$ cat src/rtl/bcs_pkg.sv
package bcs_pkg;
    typedef enum logic [1:0] {
        CMD_NOP   = 2'b00,
        CMD_MRS   = 2'b01,
        CMD_READ  = 2'b10,
        CMD_WRITE = 2'b11
    } cmd_e;

    typedef enum logic {
        ST_IDLE  = 1'b0,
        ST_BURST = 1'b1
    } state_e;

    localparam int MAX_BL_LOG2 = 3;

    // log2 of burst length for a legal code, 0 for a reserved code
    function automatic logic [1:0] bl_log2(input logic [2:0] code);
        unique case (code)
            3'b001:  return 2'd1;
            3'b010:  return 2'd2;
            3'b011:  return 2'd3;
            default: return 2'd0;
        endcase
    endfunction
endpackage

$ cat src/rtl/bcs_mode_reg.sv
module bcs_mode_reg
    import bcs_pkg::*;
#(
    parameter int ADDR_W = 13,
    parameter int SC_BIT = 1
) (
    input  logic              clk,
    input  logic              rst_n,
    input  logic              load_i,
    input  logic [ADDR_W-1:0] addr_i,
    output logic [2:0]        bl_code_o,
    output logic              ilv_o,
    output logic [2:0]        cas_o,
    output logic [ADDR_W-8:0] op_o,
    output logic              illegal_o
);
    localparam int OP_W = ADDR_W - 7;

    logic [OP_W-1:0] op_q;

    always_ff @(posedge clk or negedge rst_n) begin
        if (!rst_n) begin
            bl_code_o <= 3'b001;
            ilv_o     <= 1'b0;
            cas_o     <= '0;
            op_q      <= '0;
            illegal_o <= 1'b0;
        end else if (load_i) begin
            bl_code_o <= addr_i[2:0];
            ilv_o     <= addr_i[3];
            cas_o     <= addr_i[6:4];
            op_q      <= addr_i[ADDR_W-1:7];
            illegal_o <= (bl_log2(addr_i[2:0]) == 2'd0);
        end else begin
            op_q[SC_BIT] <= 1'b0;
        end
    end

    assign op_o = op_q;

    // the self-clearing bit survives a single cycle unless reloaded
    a_r5_self_clear: assert property (@(posedge clk) disable iff (!rst_n)
        op_q[SC_BIT] && !load_i |=> !op_q[SC_BIT]);

    // the flag tracks a reserved code once loaded
    a_r4_illegal_flag: assert property (@(posedge clk) disable iff (!rst_n)
        load_i |=> (illegal_o == (bl_log2($past(addr_i[2:0])) == 2'd0)));
endmodule

$ cat src/rtl/bcs_col_gen.sv
module bcs_col_gen
    import bcs_pkg::*;
#(
    parameter int COL_W = 10
) (
    input  logic [COL_W-1:0]       start_i,
    input  logic [MAX_BL_LOG2-1:0] beat_i,
    input  logic [1:0]             len_log2_i,
    input  logic                   ilv_i,
    output logic [COL_W-1:0]       col_o
);
    logic [COL_W-1:0] mask;
    logic [COL_W-1:0] beat_ext;
    logic [COL_W-1:0] offs;

    always_comb begin
        mask = '0;
        for (int i = 0; i < MAX_BL_LOG2; i++) begin
            if (i < int'(len_log2_i)) mask[i] = 1'b1;
        end
    end

    assign beat_ext = COL_W'(beat_i);

    generate
        if (COL_W > MAX_BL_LOG2) begin : g_wide
            always_comb begin
                if (ilv_i) offs = (start_i ^ beat_ext) & mask;
                else       offs = (start_i + beat_ext) & mask;
            end
        end else begin : g_narrow
            always_comb begin
                if (ilv_i) offs = (start_i ^ beat_ext[COL_W-1:0]) & mask;
                else       offs = (start_i + beat_ext[COL_W-1:0]) & mask;
            end
        end
    endgenerate

    assign col_o = (start_i & ~mask) | offs;
endmodule

$ cat src/rtl/bcs_burst_seq.sv
module bcs_burst_seq
    import bcs_pkg::*;
#(
    parameter int ADDR_W = 13,
    parameter int BANK_W = 2,
    parameter int COL_W  = 10
) (
    input  logic              clk,
    input  logic              rst_n,
    input  logic              cmd_valid,
    input  logic [1:0]        cmd_type,
    input  logic [BANK_W-1:0] cmd_bank,
    input  logic [ADDR_W-1:0] cmd_addr,
    output logic [COL_W-1:0]  col_addr,
    output logic              beat_valid,
    output logic              beat_last,
    output logic              busy,
    output logic              mrs_error,
    output logic [2:0]        mode_bl,
    output logic              mode_ilv,
    output logic [2:0]        mode_cas,
    output logic [ADDR_W-8:0] mode_op,
    output logic              mode_illegal
);
    state_e                 state_q, state_d;
    logic [COL_W-1:0]       start_q;
    logic [MAX_BL_LOG2-1:0] beat_q;
    logic [1:0]             len_log2;
    logic [MAX_BL_LOG2-1:0] last_idx;
    logic                   is_mrs, bank_zero, mrs_ok, mrs_bad, rw_go, at_last;

    assign is_mrs    = cmd_valid && (cmd_type == CMD_MRS);
    assign bank_zero = (cmd_bank == '0);
    assign mrs_ok    = is_mrs && bank_zero && (state_q == ST_IDLE);
    assign mrs_bad   = is_mrs && bank_zero && (state_q == ST_BURST);
    assign rw_go     = cmd_valid && (cmd_type[1] == 1'b1) && !mode_illegal;
    assign len_log2  = bl_log2(mode_bl);
    assign last_idx  = MAX_BL_LOG2'((1 << len_log2) - 1);
    assign at_last   = (beat_q == last_idx);

    bcs_mode_reg #(.ADDR_W(ADDR_W), .SC_BIT(1)) i_mode (
        .clk       (clk),
        .rst_n     (rst_n),
        .load_i    (mrs_ok),
        .addr_i    (cmd_addr),
        .bl_code_o (mode_bl),
        .ilv_o     (mode_ilv),
        .cas_o     (mode_cas),
        .op_o      (mode_op),
        .illegal_o (mode_illegal)
    );

    bcs_col_gen #(.COL_W(COL_W)) i_col (
        .start_i    (start_q),
        .beat_i     (beat_q),
        .len_log2_i (len_log2),
        .ilv_i      (mode_ilv),
        .col_o      (col_addr)
    );

    // next-state logic
    always_comb begin
        state_d = state_q;
        unique case (state_q)
            ST_IDLE:  if (rw_go)   state_d = ST_BURST;
            ST_BURST: if (at_last) state_d = ST_IDLE;
        endcase
    end

    // state register and burst context
    always_ff @(posedge clk or negedge rst_n) begin
        if (!rst_n) begin
            state_q   <= ST_IDLE;
            start_q   <= '0;
            beat_q    <= '0;
            mrs_error <= 1'b0;
        end else begin
            state_q   <= state_d;
            mrs_error <= mrs_bad;
            if (state_q == ST_IDLE && rw_go) begin
                start_q <= cmd_addr[COL_W-1:0];
                beat_q  <= '0;
            end else if (state_q == ST_BURST) begin
                beat_q <= beat_q + 1'b1;
            end
        end
    end

    // outputs
    always_comb begin
        beat_valid = 1'b0;
        beat_last  = 1'b0;
        busy       = 1'b0;
        unique case (state_q)
            ST_IDLE: ;
            ST_BURST: begin
                beat_valid = 1'b1;
                busy       = 1'b1;
                beat_last  = at_last;
            end
        endcase
    end

    // the last flag only accompanies a beat
    a_r7_last_in_burst: assert property (@(posedge clk) disable iff (!rst_n)
        beat_last |-> beat_valid);

    // the burst ends right after its last beat
    a_r11_end_after_last: assert property (@(posedge clk) disable iff (!rst_n)
        beat_last |=> !busy);

    // window-select bits hold across consecutive beats
    a_r8_same_window: assert property (@(posedge clk) disable iff (!rst_n)
        beat_valid && !beat_last |=>
            ((col_addr >> len_log2) == ($past(col_addr) >> $past(len_log2))));

    // a load during a burst leaves the settings alone
    a_r6_no_load_busy: assert property (@(posedge clk) disable iff (!rst_n)
        is_mrs && busy |=> $stable(mode_bl) && $stable(mode_ilv) && $stable(mode_cas));

    // a load to a nonzero bank leaves the settings alone
    a_r3_bank_ignored: assert property (@(posedge clk) disable iff (!rst_n)
        is_mrs && !bank_zero |=> $stable(mode_bl) && $stable(mode_cas) && $stable(mode_illegal));
endmodule

$ cat config.mk
export PLATFORM = sky130hd
export DESIGN_NAME = bcs_burst_seq
export DESIGN_NICKNAME = d
export VERILOG_FILES = /design/src/rtl/bcs_pkg.sv /design/src/rtl/bcs_mode_reg.sv /design/src/rtl/bcs_col_gen.sv /design/src/rtl/bcs_burst_seq.sv
export SDC_FILE = /design/constraint.sdc
export NUM_CORES = 1
export LEC_CHECK = 0
export ABC_AREA = 1
export BUFFER_PORTS_ARGS = -buffer_cell sky130_fd_sc_hd__buf_4
export CORE_ASPECT_RATIO = 1.5
export CORE_UTILIZATION = 48
export CTS_CLUSTER_DIAMETER = 60
export DETAILED_ROUTE_END_ITERATION = 10
export PLACE_DENSITY = 0.77
export SYNTH_ARGS = -nofsm -noshare
export SYNTH_HDL_FRONTEND = slang
export SYNTH_SLANG_ARGS = --single-unit
$ cat constraint.sdc
create_clock -name clk -period 2.65 [get_ports clk]
set_input_delay 0.53 -clock clk [delete_from_list [all_inputs] [get_ports clk]]
set_output_delay 0.53 -clock clk [all_outputs]
set_load 0.01 [all_outputs]
# After elaboration in Yosys (flattened, before gate mapping)
# Index checks and enable logic that the tools add are counted.
[totals] out_inout_bits=28 wordCells=58 in_bits=20 register_bits=29
[classes] bitwise_logic=7 n_eq_ne=8 n_lt_le_gt_ge=3 n_shift=1 mux=15 reduce_logical=11 addsub=3
[ops] cell="$and 10x3->10" n=2
[ops] cell="$eq 3x2->1 const B" n=4
[ops] cell="$pmux 2 s3" n=2
[ops] cell="$add 10x3->10" n=1
[ops] cell="$and 10x10->10" n=1
[ops] cell="$mux 10" n=1
[ops] cell="$not 3->10" n=1
[ops] cell="$or 10x10->10" n=1
[ops] cell="$xor 10x3->10" n=1
[ops] cell="$mux 1" n=8
[ops] cell="$logic_and 1x1->1" n=7
[ops] cell="$eq 3x1->1 const B" n=2
[ops] cell="$mux 3" n=2
[ops] cell="$logic_not 2->1" n=2
[ops] cell="$lt 1x2->1 const A" n=2
[ops] cell="$add 3x1->3 const B" n=1
[ops] cell="$eq 3x3->1" n=1
[ops] cell="$shl 1x2->3 const A" n=1
[ops] cell="$sub 3x2->3 const B" n=1
[ops] cell="$eq 2x1->1 const B" n=1
[ops] cell="$lt 2x2->1 const A" n=1
[ops] cell="$mux 2" n=1
[ops] cell="$pmux 1 s2" n=1
[ops] cell="$reduce_bool 2->1" n=1
[ops] cell="other kinds (2)" n=2

# Longest topological paths before layout
# Gate-level depths: netlist of run 1.
[depth] word_depth=7 depth_mapped=7 depth_no_buf=6

# By module
# Synthesis of run 1 repeated with hierarchy kept, for this count alone.
[hier_totals] hier_cells=182 area_unflattened_um2=1461.4
[modules_own_cells] mod="bcs_burst_seq" seq_area_each_um2=375.4 area_per_inst_um2=710.7 cells_per_inst=91 n_inst=1
[modules_own_cells] mod="bcs_mode_reg" seq_area_each_um2=351.6 area_per_inst_um2=563.0 cells_per_inst=60 n_inst=1
[modules_own_cells] mod="bcs_col_gen" seq_area_each_um2=0.0 area_per_inst_um2=187.7 cells_per_inst=31 n_inst=1

# Least setup slack after synthesis of run 1
# OpenSTA, ideal clock, no wires.
[synth_timing] kind="reg2out" from="reg beat_q[0]" to="out col_addr[2]" arrival_ns=1.401 path_slack_ns=0.719 t_required_ns=2.120 path_stages_with_launch=6 path_cell_list="dfrtp_1 ha_1 fa_1 nand3_1 nand3_1 xnor2_1"
[synth_between] elab_chain_len=4
[synth_rtl] item="start: declaration" line="bcs_burst_seq.sv:27" source="logic [MAX_BL_LOG2-1:0] beat_q;"
[synth_rtl] item="start signal: assignment" line="bcs_burst_seq.sv:84" source="beat_q <= beat_q + 1'b1;"
[synth_rtl] item="$add 10x3->10" line="bcs_col_gen.sv:29" source="else offs = (start_i + beat_ext) & mask;"
[synth_rtl] item="$and 10x3->10" line="bcs_col_gen.sv:29"
[synth_rtl] item="$mux 10" line="bcs_col_gen.sv:28" source="if (ilv_i) offs = (start_i ^ beat_ext) & mask;"
[synth_rtl] item="$or 10x10->10" line="bcs_col_gen.sv:39" source="assign col_o = (start_i & ~mask) | offs;"
[synth_rtl] item="end: declaration" line="bcs_burst_seq.sv:14" source="output logic [COL_W-1:0] col_addr,"
# Every way passes these cells.

# Worst setup path in the final report of run 1
# Same ends and word-level chain as after synthesis.

==> results of run 1 <==
[final cells by class]
cell class | count | share of cell area
repair buffers | 48 | 0.198
multi-input cells | 107 | 0.302
flip-flops and latches | 29 | 0.400
clock buffers | 8 | 0.0440
well taps | 37 | 0.0254
inverters | 15 | 0.0309
[routing by layer]
layer  vias to the layer above  track usage  routed length, um
met2                        33        0.385               1680
met5                         -            0                  0
li1                        592            -                  -
met3                         9       0.0677                134
met1                       543        0.224               1140
met4                         0       0.0993                 69
[stage by stage]
step	worst slack (ns)	hold WS (ns)	power (mW)	instances	area, um2
3_3_place_gp	0.658	0.467	1.71	236	1740
4_1_cts	0.310	0.164	2.11	244	1820
2_1_floorplan	0.719	0.234	1.38	162	1430
5_1_grt	0.155	0.180	2.26	244	1820
3_5_place_dp	0.616	0.466	1.76	236	1740
6_report	0.315	0.159	2.08	244	1820
[state kept, by name (all words and copies together), names as in the netlist]
| name | cells |
|---|---|
| i_mode.cas_o | 3 |
| i_mode.op_o | 6 |
| i_mode.ilv_o | 1 |
| state_q | 1 |
| i_mode.bl_code_o | 3 |
| beat_q | 3 |
| start_q | 10 |
| mrs_error | 1 |
| i_mode.illegal_o | 1 |
[kinds of logic (layout without fill, tap and decap cells)]
kind of cell | after synthesis | in the layout | share of synthesized area
buffers and inverters | 26 | 71 | 0.105
and+or+nand+nor | 74 | 74 | 0.235
DFF | 29 | 29 | 0.510
adders and majority gates | 4 | 4 | 0.0404
xor gates and xnor gates | 2 | 2 | 0.0123
AOI/OAI and AO/OA | 27 | 27 | 0.0974
[worst max path at each step]
stage / end / slack (ns) / cells after the start
floorplan: col_addr[2] / 0.72 / 5
global placement: col_addr[2] / 0.66 / 6
detailed placement: col_addr[2] / 0.62 / 6
CTS: col_addr[2] / 0.31 / 6
global route: col_addr[2] / 0.16 / 6
finish: col_addr[2] / 0.31 / 6
[synth_stat cells (3+ instances only)]
cell type,number,area (um2)
nand2_1,51,191
dfrtp_1,28,701
inv_1,14,52.6
o21ai_0,11,55.1
nor2_1,9,33.8
a21oi_1,8,40.0
buf_4,8,60.1
o21ai_1,7,35.0
nand3_1,5,25.0
buf_6,3,33.8
ha_1,3,37.5
nor2_2,3,18.8
[power groups by stage]
stage	Sequential, mW	Combinational [mW]	Clock (mW)
final	0.800	0.942	0.342
after global routing	0.828	1.06	0.370
after CTS	0.800	0.956	0.350
after detailed placement	0.807	0.952	0
after global placement	0.795	0.916	0
after floorplan	0.843	0.536	0
==> results.txt, run 1 <==
status - finished clean
Reg power frac - 0.384
most frequent cells in the layout - 51 x nand2_1, 48 x buf_4, 28 x dfrtp_1
largest net degree at the start of global routing - 30
commonest non-fill, non-tap cell in the layout - nand2_1
CP startpoint kind - register
clock buffer count from CTS - 5
postcts setup bufs - 0
routed length per instance - 12.4 um
TNS Setup - 0 ns
Crit path max-delay family - adder cells
P_sw - 803 uW
f_max - 428 MHz
Reg-to-Reg Start - state_q
largest stage delay on the critical path - 0.43 ns
hold buffers post-CTS - 0
drt via density - 4.82
CP Class - reg2out
sequential area share after synthesis - 0.510
DRT iter0 DRCs - 17
cell-internal power - 1.28 mW
Leak - 1.00 nW
ys async rst share - 1.00
Total GRT Usage - 0.217
Comb pwr share - 0.452
power density over cell area - 1150 nW/um2
min Tclk post-route - 2.34 ns
register bit total from synthesis - 29
switch share - 0.386
Mapped Area - 1430 um2
CTS sink cnt - 29
crit-path max FO - 6
die width - 46.5 um
DR DRC count - 0
wire length of the first global-routing pass - 4840 um
clock slew at reported path FFs - 0.06 ns
layout cells sized above 1 - 0.300
TritonCTS clock tree - built
reg-to-reg slack, setup - 1.45 ns
RePlAce Congestion - 0.784
num rows - 23
Mean Syn Cell Area - 8.80 um2
clk root buf - clkbuf_8
critical path data required time - 2.12 ns
Slew HR - 0.761
fin nets - 230
Die Y - 68.8 um
ANT cells - 0
CP Cell Sequence - ha_1 > fa_1 > nand3_1 > nand3_1 > xnor2_1 > buf_4
max-cap violations - 0
Crit path top cell by count - nand3_1
Synth Warn # - 0
Final setup viols - 0
Crit. Startpoint - beat_q[0]
syn_nets - 186
crit end category - primary output
Worst Reg2Reg Path Length in Cells - 6
total grt overflow - 0
Worst Tran Pin Value - 0.359 ns
Netlist cell types - 24
DP HPWL - 2290 um
cell count after synthesis - 162
worst clock skew - 0.00308 ns
Sequential Area - 727 um2
IO Port Bufs - 47
initial core utilization - 0.522
HP Class - in2async
maximum clock path buffer count - 2
area of the multi-input gates - 549 um2
final wirelength - 3020 um
worst skew pair latency - 0.28 ns
Clock power frac - 0.164
Max Slew Vio Count - 0
vias in the first global route - 1147
via count - 1177
core area - 2730 um2
RSZ-0062 raised after global routing - false
RR Endpoint - start_q[0]
Synth Flop Type - dfrtp_1
maximum vdd drop - 0.000654 V
number of flops mapped to enable cells by yosys - 0
H-tree lvl count - 2
post-route ant nets - 0
die footprint - 3200 um2
Final period util - 0.881
crit path DAT - 1.81 ns
# IOs - 48
final hold vios - 0
initial antenna violation count - 0
Layout Utilization - 0.665
number of fill cells - 229
WP buf/inv - 1
Synth-to-Final Area Change - 27.5%
slowest library cell on the worst path - dfrtp_1
PostCTS Resize Cnt - 0
iteration count of the initial detailed-routing pass - 4
Note: power is estimated with default switching activity, not from simulation.
==> run 2: changes to the inputs <==
--- a/config.mk
+++ b/config.mk
@@ -11,7 +11,8 @@
 export CORE_UTILIZATION = 48
 export CTS_CLUSTER_DIAMETER = 60
 export DETAILED_ROUTE_END_ITERATION = 10
-export PLACE_DENSITY = 0.77
+export PLACE_DENSITY = 0.76
 export SYNTH_ARGS = -nofsm -noshare
 export SYNTH_HDL_FRONTEND = slang
+export SYNTH_HIERARCHICAL = 1
 export SYNTH_SLANG_ARGS = --single-unit
==> run 2 against run 1 <==
Clock skew rose by 0.0027 ns. Hold slack lost 0.0021 ns. Cell area grew 1.6%. Area after synthesis up 2.5%. Critical path depth rose by 1. Clock-buffer cell count is 2 lower. Critical path type unchanged. Highest routed layer unchanged.
==> results.txt, run 2 <==
largest stage delay on the critical path - 0.42 ns (about the same)
sequential area share after synthesis - 0.497 (-0.0122)
vias in the first global route - 1173 (+2.3%)
power density over cell area - 1100 nW/um2 (-4.1%)
Synth-to-Final Area Change - 26.5%
Worst Reg2Reg Path Length in Cells - 6 (unchanged)
Placed Area - 1770 um2 (+1.5%)
Worst Tran Pin Value - 0.358 ns (-0.00157 ns)
HP Class - in2async
TritonCTS clock tree - built
IO Port Bufs - 47 (unchanged)
fin nets - 249 (+8.3%)
Crit path max-delay family - adder cells
post-layout total power - 2.03 mW (-2.6%)
die width - 47.1 um (+1.2%)
max-cap violations - 0 (unchanged)
hold buffers post-CTS - 0 (unchanged)
Leak - 1.07 nW (+7.5%)
maximum vdd drop - 0.000614 V (-6.2%)
initial core utilization - 0.502 (-0.0200)
largest net degree at the start of global routing - 30 (unchanged)
Mean Syn Cell Area - 8.03 um2 (-8.8%)
Synth Flop Type - dfrtp_1
die footprint - 3270 um2 (+2.4%)
Synth Warn # - 6 (+6)
via count - 1232 (+4.7%)
max FFs per register - 10 (unchanged)
Netlist cell types - 21 (-13%)
DP HPWL - 2220 um (-3.1%)
register bit total from synthesis - 29 (unchanged)
Reg-to-Reg Start - i_mode/illegal_o
f_max - 433 MHz (+1.2%)
DRT iter0 DRCs - 34 (+17)
routed length per instance - 11.3 um (-9.0%)
Die Y - 69.6 um (+1.2%)
CTS sink cnt - 29 (unchanged)
leading area contributor after synthesis - dfrtp_1
RR Endpoint - start_q[4]
synth top area cells - dfrtp_1 48%, nand2_1 22%, buf_4 4.1%
core area - 2910 um2 (+6.5%)
RSZ-0062 raised after global routing - false
placed insts - 257 (+8.9%)
WP buf/inv - 2 (+1)
Final setup viols - 0 (unchanged)
# IOs - 48 (unchanged)
Max Slew Vio Count - 0 (unchanged)
crit path DAT - 1.78 ns (-0.03 ns)
postcts setup bufs - 0 (unchanged)
RePlAce Congestion - 0.761 (-3.0%)
num rows - 24 (+4.3%)
cell count after synthesis - 182 (+12%)
top-count cell post-synth - nand2_1
clk root buf - clkbuf_8
CP startpoint kind - register
setup slack at placement - 0.636 ns (+0.0202 ns)
CP Cell Sequence - ha_1 > inv_1 > fa_1 > o21ai_0 > nand2_1 > o21ai_0 > buf_4
Crit path top cell by count - o21ai_0
post-route setup slack - 0.341 ns (+0.0268 ns)
ANT cells - 0 (unchanged)
clock slew at reported path FFs - 0.06 ns (about the same)
final wirelength - 2990 um (-1.2%)
ys async rst share - 1.00 (unchanged)
status - finished clean
critical path data required time - 2.12 ns (about the same)
crit-path max FO - 3 (-3)
crit end category - primary output
Synth top area share - 0.479 (-0.0118)
Slew HR - 0.762 (+0.00105)
total grt overflow - 0 (unchanged)
layout cells sized above 1 - 0.292 (-0.00748)
Most flops, register - start_q
most frequent cells in the layout - 84 x nand2_1, 48 x buf_4, 28 x dfrtp_1
DR DRC count - 0 (unchanged)
PostCTS Resize Cnt - 0 (unchanged)
worst clock skew - 0.00581 ns (+0.00273 ns)
iteration count of the initial detailed-routing pass - 4 (unchanged)
min Tclk post-route - 2.31 ns (-0.0268 ns)
commonest non-fill, non-tap cell in the layout - nand2_1
wire length of the first global-routing pass - 4980 um (+3.0%)
H-tree lvl count - 2 (unchanged)
final hold vios - 0 (unchanged)
Final Cell Area - 1850 um2 (+1.6%)
initial antenna violation count - 0 (unchanged)
clock buffer count from CTS - 5 (unchanged)
Total GRT Usage - 0.215 (-0.00197)
CP Class - reg2out
syn_nets - 206 (+11%)
commonest cells in the synthesized netlist - 84 x nand2_1, 28 x dfrtp_1, 16 x inv_1
Mapped Area - 1460 um2 (+2.5%)
drt via density - 4.65 (-3.6%)
TNS Setup - 0 ns (unchanged)
maximum clock path buffer count - 2 (unchanged)
worst skew pair latency - 0.28 ns (about the same)
reg-to-reg slack, setup - 1.29 ns (-0.16 ns)
number of flops mapped to enable cells by yosys - 0 (unchanged)
post-route ant nets - 0 (unchanged)
slowest library cell on the worst path - fa_1
Final period util - 0.871 (-0.0101)
fin cells - 265 (+8.6%)
-- run 2: cell count changes after synthesis, sizes merged --
| cell | delta |
|---|---|
| a21oi | -8 |
| o21bai | +1 |
| nand4 | +2 |
| nand2 | +35 |
| o21a | +1 |
| nor3 | +1 |
| a22o | -1 |
| xnor2 | -1 |
| and2 | -1 |
| buf | +1 |
| o21ai | -14 |
| nor2 | -1 |
| inv | +5 |
-- run 2: metal layers --
layer	part of all wire	track usage	wire (um)	vias up
li1	-	-	-	626
met1	0.41	0.242	1220	567
met2	0.53	0.361	1580	33
met3	0.042	0.0651	126	6
met4	0.019	0.0857	58	0
met5	0	0	0	-
-- run 2: cells by family after synthesis --
logic type,after synthesis,share of synthesized area
and+or+nand+nor,110,0.308
xor gates and xnor gates,1,0.00599
DFF,29,0.497
adders and majority gates,4,0.0394
AOI/OAI and AO/OA,6,0.0240
buffers and inverters,32,0.125
-- run 2: final cells by class --
| class | count | area (um2) |
|---|---|---|
| tap | 39 | 48.8 |
| inverter | 20 | 77.6 |
| timing repair buffer | 48 | 360 |
| multi-input combinational | 121 | 552 |
| fill | 257 | 1060 |
| clock inverter | 2 | 10.0 |
| sequential | 29 | 727 |
| clock buffer | 6 | 72.6 |
-- run 2: stage by stage --
step                hold WS [ns]   util
global route               0.179  0.634
CTS                        0.164  0.634
global placement           0.456  0.606
floorplan                  0.234      -
detailed placement         0.460  0.606
finish                     0.157  0.634
-- run 2: worst max-delay path by stage --
stage,startpoint,end,depth (start not counted)
finish,start_q[0],col_addr[1],7
global route,start_q[0],col_addr[1],7
CTS,start_q[0],col_addr[1],7
detailed placement,start_q[0],col_addr[1],7
global placement,beat_q[0],col_addr[2],8
floorplan,beat_q[0],col_addr[1],6
-- run 2: report_power, final --
part	switching, mW	total (mW)	internal (mW)
clock	0.165	0.346	0.181
sequential	0.176	0.814	0.637
combinational	0.441	0.869	0.428
total	0.782	2.03	1.25
-- run 2: worst reg2reg max path, stage by stage (launching register included) --
cell and delay (ns):
dfrtp_1 0.40, nor3_2 0.20, inv_2 0.08, nor2_4 0.26
inv_2 0.17, nand2_1 0.09, nand2_1 0.05
==> run 3: changes to the inputs <==
--- a/config.mk
+++ b/config.mk
@@ -6,12 +6,13 @@
 export NUM_CORES = 1
 export LEC_CHECK = 0
 export ABC_AREA = 1
-export BUFFER_PORTS_ARGS = -buffer_cell sky130_fd_sc_hd__buf_4
 export CORE_ASPECT_RATIO = 1.5
 export CORE_UTILIZATION = 48
 export CTS_CLUSTER_DIAMETER = 60
 export DETAILED_ROUTE_END_ITERATION = 10
-export PLACE_DENSITY = 0.76
+export DONT_BUFFER_PORTS = 1
+export GPL_TIMING_DRIVEN = 0
+export SETUP_SLACK_MARGIN = 0.4
 export SYNTH_ARGS = -nofsm -noshare
 export SYNTH_HDL_FRONTEND = slang
 export SYNTH_HIERARCHICAL = 1
==> run 3 against run 2 <==
Die area stayed put. Via count down 11%. Cell area down 11%. Hold slack got worse by 0.086 ns. Sequential power grew 6.9%. Fmax increased by 7.0%. Largest cell class unchanged. Highest routed layer unchanged.
==> results.txt, run 3 (synthesis gave the netlist of run 2 again) <==
drt via density - 4.70 (+1.2%)
post-route ant nets - 0 (unchanged)
maximum clock path buffer count - 2 (unchanged)
Final setup viols - 0 (unchanged)
largest stage delay on the critical path - 0.38 ns (-0.04 ns)
highest metal used - met4
die footprint - 3270 um2 (unchanged)
Worst Tran Pin Value - 0.390 ns (+0.0320 ns)
total grt overflow - 0 (unchanged)
Layout Utilization - 0.564 (-0.0709)
f_max - 463 MHz (+7.0%)
TritonCTS clock tree - built
Leak - 0.913 nW (-15%)
TNS Setup - 0 ns (unchanged)
critical path data required time - 2.12 ns (about the same)
metal1 wirelength - 1120 um (-8.7%)
worst clock skew - 0.00232 ns (-0.00349 ns)
worst skew pair latency - 0.27 ns (about the same)
initial core utilization - 0.502 (unchanged)
crit path DAT - 1.63 ns (-0.15 ns)
clock slew at reported path FFs - 0.06 ns (about the same)
number of fill cells - 294 (+14%)
status - finished clean
die width - 47.1 um (unchanged)
num rows - 24 (unchanged)
DRT iter0 DRCs - 15 (-56%)
CTS sink cnt - 29 (unchanged)
core area - 2910 um2 (unchanged)
via count - 1091 (-11%)
H-tree lvl count - 2 (unchanged)
Synth-to-Final Area Change - 12.3%
CP Cell Sequence - ha_2 > inv_2 > fa_2 > o21bai_1 > nand3_1 > nand2_1 > nand2_1
clk root buf - clkbuf_8
routed length per instance - 12.1 um (+7.1%)
max FFs per register - 10 (unchanged)
wire length of the first global-routing pass - 4640 um (-6.9%)
Crit path top cell by count - nand2_1
Worst Reg2Reg Path Length in Cells - 6 (unchanged)
clock buffer count from CTS - 5 (unchanged)
CP startpoint kind - register
crit end category - primary output
RePlAce Congestion - 0.746 (-1.9%)
max-cap violations - 0 (unchanged)
RR Endpoint - i_mode/ilv_o
DP HPWL - 2080 um (-6.2%)
met3 WL post-DR - 199 um (+58%)
# IOs - 48 (unchanged)
Total GRT Usage - 0.204 (-0.0110)
most frequent cells in the layout - 84 x nand2_1, 27 x dfrtp_1, 15 x inv_1
RSZ-0062 raised after global routing - true
layout cells sized above 1 - 0.197 (-0.0951)
vias in the first global route - 1113 (-5.1%)
hold_ws - 0.0705 ns (-0.0864 ns)
IO Port Bufs - 0 (-100%)
Final period util - 0.814 (-0.0566)
Most flops, register - start_q
Met2 Wirelength - 1430 um (-9.7%)
iteration count of the initial detailed-routing pass - 4 (unchanged)
ANT cells - 0 (unchanged)
final wirelength - 2800 um (-6.2%)
slowest library cell on the worst path - dfrtp_1
final hold vios - 0 (unchanged)
maximum vdd drop - 0.000677 V (+10%)
post-layout total power - 1.86 mW (-8.3%)
fin nets - 216 (-13%)
min Tclk post-route - 2.16 ns (-0.150 ns)
initial antenna violation count - 0 (unchanged)
Max Slew Vio Count - 0 (unchanged)
Slew HR - 0.740 (-0.0213)
commonest non-fill, non-tap cell in the layout - nand2_1
largest net degree at the start of global routing - 29 (-3.3%)
Reg-to-Reg Start - state_q
reg-to-reg slack, setup - 1.39 ns (+0.10 ns)
Die Y - 69.6 um (unchanged)
HP Class - in2async
DR DRC count - 0 (unchanged)
CP Class - reg2out
power density over cell area - 1130 nW/um2 (+3.2%)
crit-path max FO - 3 (unchanged)
## run 3: cell types whose count changed in the layout (fill, tap and decap cells not counted), sizes merged
cell | previous run | this run
buf | 48 | 15
clkbuf | 6 | 8
clkinv | 2 | 0
## run 3: metrics by stage
step                      cell area [um2]  setup slack (ns)  cells
final                                1640             0.492    232
after global routing                 1640             0.384    232
after CTS                            1610             0.406    230
after detailed placement             1510             0.685    221
after global placement               1510             0.728    221
after floorplan                      1460             0.789    182
## run 3: cell type report
type                            count  area (um2)  share of cell area
Multi-Input combinational cell    121         567               0.345
Tap cell                           39        48.8              0.0297
Clock buffer                        8        80.1              0.0488
Sequential cell                    29         728               0.444
Buffer                             12         105              0.0640
Timing Repair Buffer                3        35.0              0.0213
Inverter                           20        77.6              0.0473
## run 3: what timing repair did
action                                  4_1_cts  5_1_grt
gates resized for setup                       2        7
endpoints found under the setup margin        1        2
endpoints found under the hold margin        28        0
hold buffers                                  1        0
setup buffers                                 0        2
## run 3: power breakdown
| part | internal, mW | switching (mW) |
|---|---|---|
| clock | 0.186 | 0.147 |
| sequential | 0.639 | 0.231 |
| combinational | 0.298 | 0.360 |
| total | 1.12 | 0.738 |
## run 3: per-layer routing
metal  vias up  global-route usage
met2        32               0.332
met5         -                   0
met4         0              0.0952
li1        558                   -
met3         5              0.0938
met1       496               0.212
## run 3: worst max-delay path, delay by kind of cell, from the launching register on
kind | cells | cell delay, ns
AO/OA/AOI/OAI | 1 | 0.17
buffers and inverters | 1 | 0.04
adder cells (fa/ha/maj) | 2 | 0.53
AND/OR/NAND/NOR | 3 | 0.24
flip-flops | 1 | 0.38
## run 3: worst max-delay path by stage
stage	start	to	slack, ns
2_1_floorplan	beat_q[0]	col_addr[1]	0.79
4_1_cts	beat_q[0]	col_addr[2]	0.41
3_3_place_gp	beat_q[0]	col_addr[1]	0.73
5_1_grt	beat_q[0]	col_addr[2]	0.38
3_5_place_dp	beat_q[0]	col_addr[1]	0.68
6_report	beat_q[0]	col_addr[2]	0.49
